$ cat config.mk
export PLATFORM = sky130hd
export DESIGN_NAME = irqv_ctrl
export DESIGN_NICKNAME = d
export VERILOG_FILES = /design/src/rtl/irqv_pkg.sv /design/src/rtl/irqv_pin_edge.sv /design/src/rtl/irqv_flag_bank.sv /design/src/rtl/irqv_arbiter.sv /design/src/rtl/irqv_ctrl.sv
export SDC_FILE = /design/constraint.sdc
export NUM_CORES = 1
export LEC_CHECK = 0
export BUFFER_PORTS_ARGS = -buffer_cell sky130_fd_sc_hd__buf_4
export CAP_MARGIN = 10
export CORE_ASPECT_RATIO = 0.5
export CORE_MARGIN = 2
export CORE_UTILIZATION = 30
export DETAILED_ROUTE_END_ITERATION = 12
export PLACE_DENSITY = 0.54
export SETUP_SLACK_MARGIN = 0.2
export SLEW_MARGIN = 20
export SYNTH_ARGS = -nofsm -noshare
export SYNTH_HDL_FRONTEND = slang
export SYNTH_SLANG_ARGS = --single-unit
$ cat constraint.sdc
create_clock -name clk -period 2.4 [get_ports clk]
set_clock_uncertainty 0.15 [all_clocks]
set_input_delay 0.12 -clock clk [delete_from_list [all_inputs] [get_ports clk]]
set_output_delay 0.12 -clock clk [all_outputs]
set_load 0.02 [all_outputs]
$ cat src/rtl/irqv_pkg.sv
package irqv_pkg;
  // Number of interrupt sources and index width
  localparam int NSRC  = 5;
  localparam int SRC_W = $clog2(NSRC);

  // Source index order; this order is also the priority order
  typedef enum logic [SRC_W-1:0] {
    SRC_EXT = 3'd0,
    SRC_EE  = 3'd1,
    SRC_TMR = 3'd2,
    SRC_SER = 3'd3,
    SRC_TB  = 3'd4
  } src_e;

  // Pin trigger modes: bit 0 arms rising, bit 1 arms falling
  typedef enum logic [1:0] {
    EDGE_OFF  = 2'b00,
    EDGE_RISE = 2'b01,
    EDGE_FALL = 2'b10,
    EDGE_BOTH = 2'b11
  } edge_mode_e;

  // Vector arithmetic: base plus a fixed stride per source index
  function automatic int vec_addr(input int base, input int step, input int idx);
    return base + step * idx;
  endfunction
endpackage

$ cat src/rtl/irqv_pin_edge.sv
module irqv_pin_edge #(
  parameter int SYNC_STAGES = 2
) (
  input  logic       clk,
  input  logic       rst_n,
  input  logic       pin_i,
  input  logic [1:0] mode_i,
  input  logic       arm_i,
  output logic       hit_o
);
  localparam int MSB = SYNC_STAGES - 1;

  logic [SYNC_STAGES-1:0] sync_q;
  logic                   prev_q;
  logic                   pin_s;
  logic                   rise_w;
  logic                   fall_w;

  // Synchronizer chain; the last stage is the settled pin level
  always_ff @(posedge clk or negedge rst_n) begin
    if (!rst_n) begin
      sync_q <= '0;
      prev_q <= 1'b0;
    end else begin
      sync_q <= {sync_q[SYNC_STAGES-2:0], pin_i};
      prev_q <= sync_q[MSB];
    end
  end

  assign pin_s  = sync_q[MSB];
  assign rise_w = pin_s & ~prev_q;
  assign fall_w = ~pin_s & prev_q;

  always_comb begin
    hit_o = 1'b0;
    if (arm_i) begin
      unique case (irqv_pkg::edge_mode_e'(mode_i))
        irqv_pkg::EDGE_OFF:  hit_o = 1'b0;
        irqv_pkg::EDGE_RISE: hit_o = rise_w;
        irqv_pkg::EDGE_FALL: hit_o = fall_w;
        irqv_pkg::EDGE_BOTH: hit_o = rise_w | fall_w;
        default:             hit_o = 1'b0;
      endcase
    end
  end

  // a hit is only ever reported when the settled level just moved
  p_hit_on_change_r2: assert property (@(posedge clk) disable iff (!rst_n)
    hit_o |-> (pin_s != prev_q));

  // mode 00 keeps the pin silent
  p_off_silent_r2: assert property (@(posedge clk) disable iff (!rst_n)
    (mode_i == 2'b00) |-> !hit_o);

  // a disarmed pin never reports
  p_disarmed_r3: assert property (@(posedge clk) disable iff (!rst_n)
    !arm_i |-> !hit_o);
endmodule

$ cat src/rtl/irqv_flag_bank.sv
module irqv_flag_bank #(
  parameter int N = 5
) (
  input  logic         clk,
  input  logic         rst_n,
  input  logic [N-1:0] set_i,
  input  logic [N-1:0] clr_i,
  output logic [N-1:0] flags_o
);
  for (genvar k = 0; k < N; k++) begin : g_flag
    logic q;

    // A set beats a clear so that no event is lost
    always_ff @(posedge clk or negedge rst_n) begin
      if (!rst_n)          q <= 1'b0;
      else if (set_i[k])   q <= 1'b1;
      else if (clr_i[k])   q <= 1'b0;
    end

    assign flags_o[k] = q;

    // an event always leaves its flag set
    p_set_wins_r10: assert property (@(posedge clk) disable iff (!rst_n)
      set_i[k] |=> flags_o[k]);

    // a clear without an event empties the flag
    p_clear_takes_r10: assert property (@(posedge clk) disable iff (!rst_n)
      (clr_i[k] && !set_i[k]) |=> !flags_o[k]);

    // without set or clear the flag keeps its value
    p_flag_holds_r5: assert property (@(posedge clk) disable iff (!rst_n)
      (!clr_i[k] && !set_i[k]) |=> $stable(flags_o[k]));
  end
endmodule

$ cat src/rtl/irqv_arbiter.sv
module irqv_arbiter #(
  parameter int N        = 5,
  parameter int VEC_W    = 8,
  parameter int VEC_BASE = 4,
  parameter int VEC_STEP = 4,
  localparam int IDX_W   = (N > 1) ? $clog2(N) : 1
) (
  input  logic [N-1:0]     req_i,
  output logic             any_o,
  output logic [N-1:0]     grant_o,
  output logic [IDX_W-1:0] idx_o,
  output logic [VEC_W-1:0] vec_o
);
  function automatic logic [VEC_W-1:0] vec_of(input logic [IDX_W-1:0] idx);
    return VEC_W'(irqv_pkg::vec_addr(VEC_BASE, VEC_STEP, int'(idx)));
  endfunction

  // Scan from the top so that the lowest index is the last one written
  always_comb begin
    any_o = 1'b0;
    idx_o = '0;
    for (int k = N - 1; k >= 0; k--) begin
      if (req_i[k]) begin
        any_o = 1'b1;
        idx_o = IDX_W'(k);
      end
    end
    grant_o = any_o ? (N'(1) << idx_o) : '0;
    vec_o   = vec_of(idx_o);
  end
endmodule

$ cat src/rtl/irqv_ctrl.sv
module irqv_ctrl #(
  parameter int VEC_W       = 8,
  parameter int VEC_BASE    = 4,
  parameter int VEC_STEP    = 4,
  parameter int SYNC_STAGES = 2   // two or more
) (
  input  logic                      clk,
  input  logic                      rst_n,
  input  logic                      ext_pin,
  input  logic [1:0]                ext_edge_sel,
  input  logic                      ext_route_en,
  input  logic                      ext_dir_in,
  input  logic                      ee_write_done,
  input  logic                      tmr_overflow,
  input  logic                      ser_rx_done,
  input  logic                      ser_tx_done,
  input  logic                      ser_addr_hit,
  input  logic                      ser_timeout,
  input  logic                      tbase_tick,
  input  logic [irqv_pkg::NSRC-1:0] src_en,
  input  logic [irqv_pkg::NSRC-1:0] flag_clr,
  input  logic                      gie_set,
  input  logic                      gie_clr,
  input  logic                      stack_full,
  input  logic                      svc_ack,
  output logic                      call_req,
  output logic [VEC_W-1:0]          call_vec,
  output logic [irqv_pkg::NSRC-1:0] flags_out,
  output logic                      gie_out
);
  import irqv_pkg::*;

  localparam int N = NSRC;
  localparam int W = SRC_W;

  // Named internal events
  logic         ext_arm;
  logic         ext_hit;
  logic         ser_event;
  logic [N-1:0] set_vec;
  logic [N-1:0] clr_vec;
  logic [N-1:0] ack_clr;
  logic [N-1:0] flags;
  logic [N-1:0] eligible;
  logic         arb_any;
  logic [N-1:0] arb_grant;
  logic [W-1:0] arb_idx;
  logic [VEC_W-1:0] arb_vec;
  logic         take;
  logic         ack_fire;

  // Registered state
  logic             busy_q;
  logic [W-1:0]     cur_q;
  logic             call_q;
  logic [VEC_W-1:0] vec_q;
  logic             gie_q;

  // External pin path
  assign ext_arm = src_en[SRC_EXT] & ext_route_en & ext_dir_in;

  irqv_pin_edge #(.SYNC_STAGES(SYNC_STAGES)) u_pin (
    .clk    (clk),
    .rst_n  (rst_n),
    .pin_i  (ext_pin),
    .mode_i (ext_edge_sel),
    .arm_i  (ext_arm),
    .hit_o  (ext_hit)
  );

  // Source events into flag positions
  assign ser_event = ser_rx_done | ser_tx_done | ser_addr_hit | ser_timeout;

  always_comb begin
    set_vec          = '0;
    set_vec[SRC_EXT] = ext_hit;
    set_vec[SRC_EE]  = ee_write_done;
    set_vec[SRC_TMR] = tmr_overflow;
    set_vec[SRC_SER] = ser_event;
    set_vec[SRC_TB]  = tbase_tick;
  end

  assign ack_fire = busy_q & svc_ack;
  assign ack_clr  = ack_fire ? (N'(1) << cur_q) : '0;
  assign clr_vec  = flag_clr | ack_clr;

  irqv_flag_bank #(.N(N)) u_flags (
    .clk     (clk),
    .rst_n   (rst_n),
    .set_i   (set_vec),
    .clr_i   (clr_vec),
    .flags_o (flags)
  );

  // Dispatch gate
  assign eligible = flags & src_en & {N{gie_q & ~stack_full & ~busy_q}};

  irqv_arbiter #(
    .N        (N),
    .VEC_W    (VEC_W),
    .VEC_BASE (VEC_BASE),
    .VEC_STEP (VEC_STEP)
  ) u_arb (
    .req_i   (eligible),
    .any_o   (arb_any),
    .grant_o (arb_grant),
    .idx_o   (arb_idx),
    .vec_o   (arb_vec)
  );

  assign take = arb_any;

  // Call and wait state
  always_ff @(posedge clk or negedge rst_n) begin
    if (!rst_n) begin
      busy_q <= 1'b0;
      cur_q  <= '0;
      call_q <= 1'b0;
      vec_q  <= '0;
    end else begin
      call_q <= take;
      if (take) begin
        busy_q <= 1'b1;
        cur_q  <= arb_idx;
        vec_q  <= arb_vec;
      end else if (ack_fire) begin
        busy_q <= 1'b0;
        vec_q  <= '0;
      end
    end
  end

  // Global enable: any clear beats a set
  always_ff @(posedge clk or negedge rst_n) begin
    if (!rst_n)                   gie_q <= 1'b0;
    else if (ack_fire || gie_clr) gie_q <= 1'b0;
    else if (gie_set)             gie_q <= 1'b1;
  end

  assign call_req  = call_q;
  assign call_vec  = vec_q;
  assign flags_out = flags;
  assign gie_out   = gie_q;

  // call request lasts one cycle
  p_call_one_cycle_r6: assert property (@(posedge clk) disable iff (!rst_n)
    call_req |=> !call_req);

  // vector holds while the call waits
  p_vec_hold_r6: assert property (@(posedge clk) disable iff (!rst_n)
    (busy_q && !svc_ack) |=> $stable(call_vec));

  // a call follows only an enabled, unblocked cycle
  p_call_gated_r5: assert property (@(posedge clk) disable iff (!rst_n)
    call_req |-> ($past(gie_q) && !$past(stack_full) && !$past(busy_q)));

  // acknowledge drops the global enable
  p_ack_drops_gie_r9: assert property (@(posedge clk) disable iff (!rst_n)
    ack_fire |=> !gie_q);

  // at most one grant, and never above a lower pending request
  p_grant_onehot_r8: assert property (@(posedge clk) disable iff (!rst_n)
    $onehot0(arb_grant));

  p_grant_lowest_r8: assert property (@(posedge clk) disable iff (!rst_n)
    arb_any |-> (((arb_grant - N'(1)) & eligible) == '0));
endmodule

# [Yosys cells after proc, flatten, opt, wreduce, memory -nomap -nowiden]
# Index checks and enable logic that the tools add are counted.
[word_totals] ff_bits=22 latchBits=0 mem_bits_rw=0 mem_bits_ro=0 input_bits=28 word_cells=73 memories=0
[classes] add_sub_neg=1 mul=0 div_mod_pow=0 order_cmp=0 eq_ne=3 shift=1 muxes=29 n_bitwise=18 reduce_logical=9
[ops] op="1-bit two-way mux" n=20
[ops] op="8-bit two-way mux" n=2
[ops] op="3-bit two-way mux" n=5
[ops] op="2-bit nonzero test" n=7
[ops] op="5-bit AND" n=2
[ops] op="1-bit AND" n=7
[ops] op="3-bit by 5-bit adder with 6-bit output (first input constant)" n=1
[ops] op="5-bit two-way mux" n=1
[ops] op="5-bit bitwise OR" n=1
[ops] op="1-bit by 3-bit << shifter with 5-bit output (first input constant)" n=1
[ops] op="2-bit == test (second input constant)" n=2
[ops] op="1-bit inverter" n=4
[ops] op="1-bit bitwise OR" n=4
[ops] op="1-bit one-hot mux with 4 select lines" n=1
[ops] op="2-bit by 1-bit == test with 1-bit output (second input constant)" n=1
[ops] op="2-bit zero test" n=1
[ops] op="1-bit logical OR" n=1

# [Logic depth before layout (Yosys ltp)]
[logic_depth] depth_word=11 mapped_depth=6 depth_no_buf=6

# [Hierarchy]
# Synthesis repeated with hierarchy kept, for this count alone.
[hier_totals] cells_unflattened=120 area_unflattened_um2=1255.0
[modules_own_cells] module="irqv_ctrl" n_inst=1 cells_per_inst=61 area_each_um2=691.9 seq_area_each_um2=350.3
[modules_own_cells] module="irqv_flag_bank" n_inst=1 cells_per_inst=20 area_each_um2=219.0 seq_area_each_um2=125.1
[modules_own_cells] module="irqv_arbiter" n_inst=1 cells_per_inst=27 area_each_um2=206.4 seq_area_each_um2=0.0
[modules_own_cells] module="irqv_pin_edge" n_inst=1 cells_per_inst=12 area_each_um2=137.6 seq_area_each_um2=75.1

# [Least setup slack after synthesis]
# OpenSTA, ideal clock, no wires.
[synth_timing] path_type="reg-to-reg" start="register gie_q (netlist: gie_out)" end="register vec_q[4] (netlist: call_vec[4])" setup_time_ns=0.094 arrival_time_ns=1.563 t_required_ns=2.156 slack_ns=0.593 stages_incl_launch_ff=7 path_buffers=1 synth_period_minus_slack_ns=1.807 path_cell_list="dfrtp_1 or3b_1 buf_6 a211oi_2 ha_1 a21oi_1 a211oi_1"
[synth_rtl] element="start: declaration" line="irqv_ctrl.sv:57" text="logic gie_q;"
[synth_rtl] element="start signal: assignment" line="irqv_ctrl.sv:135" text="if (!rst_n) gie_q <= 1'b0;"
[synth_rtl] element="start signal: assignment" line="irqv_ctrl.sv:136" text="else if (ack_fire || gie_clr) gie_q <= 1'b0;"
[synth_rtl] element="start signal: assignment" line="irqv_ctrl.sv:137" text="else if (gie_set) gie_q <= 1'b1;"
[synth_rtl] element="1-bit AND * (2 in series)" line="irqv_ctrl.sv:96" text="assign eligible = flags & src_en & {N{gie_q & ~stack_full & ~busy_q}};"
[synth_rtl] element="5-bit AND *" line="irqv_ctrl.sv:96"
[synth_rtl] element="3-bit two-way mux (3 in series)" line="irqv_arbiter.sv:23" text="if (req_i[k]) begin"
[synth_rtl] element="3-bit two-way mux *" line="irqv_arbiter.sv:23"
[synth_rtl] element="via arb_idx[0]" line="irqv_ctrl.sv:47" text="logic [W-1:0] arb_idx;"
[synth_rtl] element="3-bit by 5-bit adder with 6-bit output *" line="irqv_pkg.sv:25" text="return base + step * idx;"
[synth_rtl] element="8-bit two-way mux *" line="irqv_ctrl.sv:122" text="if (take) begin"
[synth_rtl] element="end signal: assignment" line="irqv_ctrl.sv:125" text="vec_q <= arb_vec;"
[synth_rtl] element="end: declaration" line="irqv_ctrl.sv:56" text="logic [VEC_W-1:0] vec_q;"
# The timed path passes the listed nets; every way through them passes the cells marked *.
# A chain may end at the register's enable or synchronous reset.

# [Worst setup path in the final report]
[layout_timing] start="input port ser_timeout" end="register u_flags.g_flag[3].q"
[layout_between] elab_chain_cells=2
[layout_lines] element="start: declaration" line="irqv_ctrl.sv:18" text="input logic ser_timeout,"
[layout_lines] element="1-bit bitwise OR *" line="irqv_ctrl.sv:72" text="assign ser_event = ser_rx_done | ser_tx_done | ser_addr_hit | ser_timeout;"
[layout_lines] element="1-bit two-way mux / 2-bit nonzero test (equally long branches)"
[layout_lines] element="end signal: assignment" line="irqv_flag_bank.sv:15" text="if (!rst_n) q <= 1'b0;"
[layout_lines] element="end signal: assignment" line="irqv_flag_bank.sv:16" text="else if (set_i[k]) q <= 1'b1;"
[layout_lines] element="end signal: assignment" line="irqv_flag_bank.sv:17" text="else if (clr_i[k]) q <= 1'b0;"
[layout_lines] element="end: declaration" line="irqv_flag_bank.sv:11" text="logic q;"
# Mark *: on every way between the ends. The rest lies on a longest branch, timed or not.

==> impl_results.md <==
* Primary FF master, synth: dfrtp_1
* Required time of the critical path at roughly 2400 ps
* Initial DRC Count at 20
* Utilization after layout at between 40% and 50%
* Critical Path, Cell by Cell: dlygate4sd3_1 > buf_4 > nor4_1 > dlygate4sd3_1 > nand2_1 > dlygate4sd3_1
* VDD IR-drop max at between 0.0004 and 0.0005 V
* Initial antenna violation count at 0
* Remaining antenna violation count after routing at 0
* Crit path DAT at around 2100 ps
* Initial core utilization at 31.3%
* Synth cell types at 33
* Share of layout cells above drive strength 1 at a little over a third
* N_diodes at 0
* Skew-Pair Late Insertion Delay at 250 ps
* I/O pin count at 43
* TritonCTS clock tree: built
* Crit path top cell by count: dlygate4sd3_1
* CP Class: input pin to register
* Top cells by area, synth: dfrtp_1 48%, buf_4 7.2%, ha_1 4.0%
* Setup_tns at 0 ps
* Async S/R FF share, synth at 100%
* First-pass GRT wire length at around 3.2 mm
* Synth Instances at 89
* NumNets Final at about 170
* Die ar. at roughly 3600 sq um
* Routed wire per std cell at between 10 and 15 microns
* Core area at approximately 3000 sq um
* #FFs+latches synth at 18
* Max Cap Viol at 0
* Crit. End Element: register
* Area Overhead vs Synth at 48.3%
* DRT Pass-1 Iters at 4
* Top-area cell type share of the netlist area at roughly half
* Hold Path Class: input pin to register
* Drt drc at 0
* H-tree levels at 1
* Cell type with the largest total area after synthesis: dfrtp_1
* Clock slew at reported path FFs at 70 ps
* Vias per Instance at roughly 4.5
* Hold Violations, Final at 0
* Mean Syn Cell Area at 10.5 sq um
* Die span in x at about 83 microns
* CTS Sinks at 18
* Largest net degree at the start of global routing at 19
* Fillers at a little over 300
* Xor/xnor share of the synthesized area at 0%
* Final setup vio count at 0
* Post-DP HPWL at roughly 1.6 mm
* Leak at about 0.73 nW
* Routed WL at ~2 mm
* GR Util All Layers at 11.4%
* Period minus WS final at approximately 2100 ps
* Largest family of logic cells by synthesized area: compound AO/OA/AOI/OAI gates
* GPL Wtd Cong at between 0.6 and 0.7
* Complex-gate fraction of the synthesized area at a little under a fifth
* Die Span Y at ~44 microns
* CP max stage delay at between 500 and 600 ps
* Post-Synth Simple-Gate Area at between 10% and 20%
* Slowest-stage cell, CP: dlygate4sd3_1
* Post-CTS Setup Repair Bufs at 0
* Fmax at 468 MHz
* Clock buffer count from CTS at 3
* Pwr dens at 581 nW/um^2
* Total of warnings raised by yosys at 0
* Synthesized cell area at around 940 sq um
* Row cnt at 14
* CP max FO at 1
* Worst-case clock buffer depth at 2
* Total number of vias at roughly 800
* Sequential fraction of the synthesis area at 48.0%
* RSZ-0062 raised after global routing: no
* Total gr overflow at 0
* Run status: complete, no violations
* Synth Area in Adders at under 10%
* Critical Path Start Type: input pin
* Number of synthesized flops with an enable pin at 0
* Fin. max-slew vios at 0
* PortBufs at 38
* Vias in the first global route at around 730
* Clock root cell: clkbuf_8
* Multiplexer share of the synthesized area at between 2 and 2.5%
* Tcrit/Tclk final at 89.0%
* Post-CTS Resized at 0
==> through the flow <==
step	instances	power (mW)	hold WS [ps]	instance area (sq um)	setup slack [ps]
3_5_place_dp	160	0.551	-145	1210	444
2_1_floorplan	92	0.475	-326	950	593
5_1_grt	177	0.855	23.9	1390	206
3_3_place_gp	160	0.550	-146	1210	533
6_report	177	0.808	21.3	1390	263
4_1_cts	177	0.821	20.1	1390	311
==> synth_stat cells, types with 2 or more instances <==
cell type   n
ha_1        3
inv_1       8
a22o_1      2
a31o_2      3
a21oi_1     2
mux2i_1     2
nand3b_1    3
a21o_1      2
nor2_1      4
dfrtp_1    18
o21ai_0     4
buf_4       9
nand2_1     8
nor2b_1     2
==> critical path, delay by kind of cell <==
kind          cells  cell delay (ps)
buf+inv           4             1800
simple gates      2              210
==> sequential cells by signal, summed over array words and instances, names as in the netlist <==
register and cells:
cur_q 3, u_pin.sync_q 2, busy_q 1, u_pin.prev_q 1, gie_out 1, call_vec 4
call_req 1, u_flags.g_flag.q 5
==> cell type report <==
type                       count  area (sq um)  area share (%)
sequential                    18           450            32.4
timing repair buffer          51           415            29.9
multi-input combinational     56           390            28.1
clock buffer                   4          55.1            3.96
tap                           40          50.0            3.60
inverter                       8          30.0            2.16
==> path summary, 6_finish.rpt <==
kind                                 startpoint                   to  slack [ps]  cells after the start
worst max-delay path                ser_timeout  u_flags.g_flag[3].q         260                      6
worst min-delay path                flag_clr[4]  u_flags.g_flag[4].q          20                      3
worst max register to register  u_pin.sync_q[1]  u_flags.g_flag[0].q         390                      6
worst min register to register  u_pin.sync_q[0]      u_pin.sync_q[1]         200                      0
max in group asynchronous                 rst_n  u_flags.g_flag[0].q        1780                      2
min in group asynchronous                 rst_n          call_vec[5]         120                      2
==> layout by cell type, fill, tap and decap left out <==
| cell | instances |
|---|---|
| buf_4 | 38 |
| dfrtp_1 | 18 |
| dlygate4sd3_1 | 13 |
| nand2_1 | 8 |
| inv_1 | 8 |
| nor2_1 | 4 |
| o21ai_0 | 4 |
| conb_1 | 4 |
| clkbuf_8 | 4 |
| nand3b_1 | 3 |
| a31o_2 | 3 |
| ha_1 | 3 |
| a22o_1 | 2 |
| nor2b_1 | 2 |
| a21oi_1 | 2 |
| a21o_1 | 2 |
| mux2i_1 | 2 |
| a32oi_1 | 1 |
| or3b_1 | 1 |
| a211oi_2 | 1 |
| nor3b_2 | 1 |
| a21o_4 | 1 |
| and3b_1 | 1 |
| nand2b_1 | 1 |
| a41o_1 | 1 |
| a21bo_2 | 1 |
| o21bai_1 | 1 |
| o211a_1 | 1 |
| a211oi_1 | 1 |
| and3_1 | 1 |
| o21a_1 | 1 |
| nand4_1 | 1 |
| nor4_1 | 1 |
| nand3_1 | 1 |
==> cell families (layout without fill, tap and decap cells) <==
logic type | after synthesis | after routing
simple gates | 25 | 25
compound gates | 22 | 22
flops | 18 | 18
buf+inv | 18 | 63
fa+ha+maj | 3 | 3
mux | 2 | 2
other cells | 1 | 4
==> metal layers <==
layer	vias to the layer above	wire, microns	global-route usage [%]
li1	396	-	-
met2	23	893	19.0
met5	-	0	0
met4	0	12	1.97
met3	2	106	4.19
met1	376	1010	14.6
==> repair_timing <==
action,4_1_cts,5_1_grt
endpoints found under the setup margin,0,0
hold endpoints to repair,26,0
hold buffers,13,0
==> power breakdown <==
group | internal, mW | switching [mW] | leakage [nW]
Clock | 0.146 | 0.104 | 0.0288
Combinational | 0.102 | 0.0854 | 0.478
Sequential | 0.339 | 0.0330 | 0.220
Total | 0.586 | 0.222 | 0.727
Power figures use the tool's default switching activity.
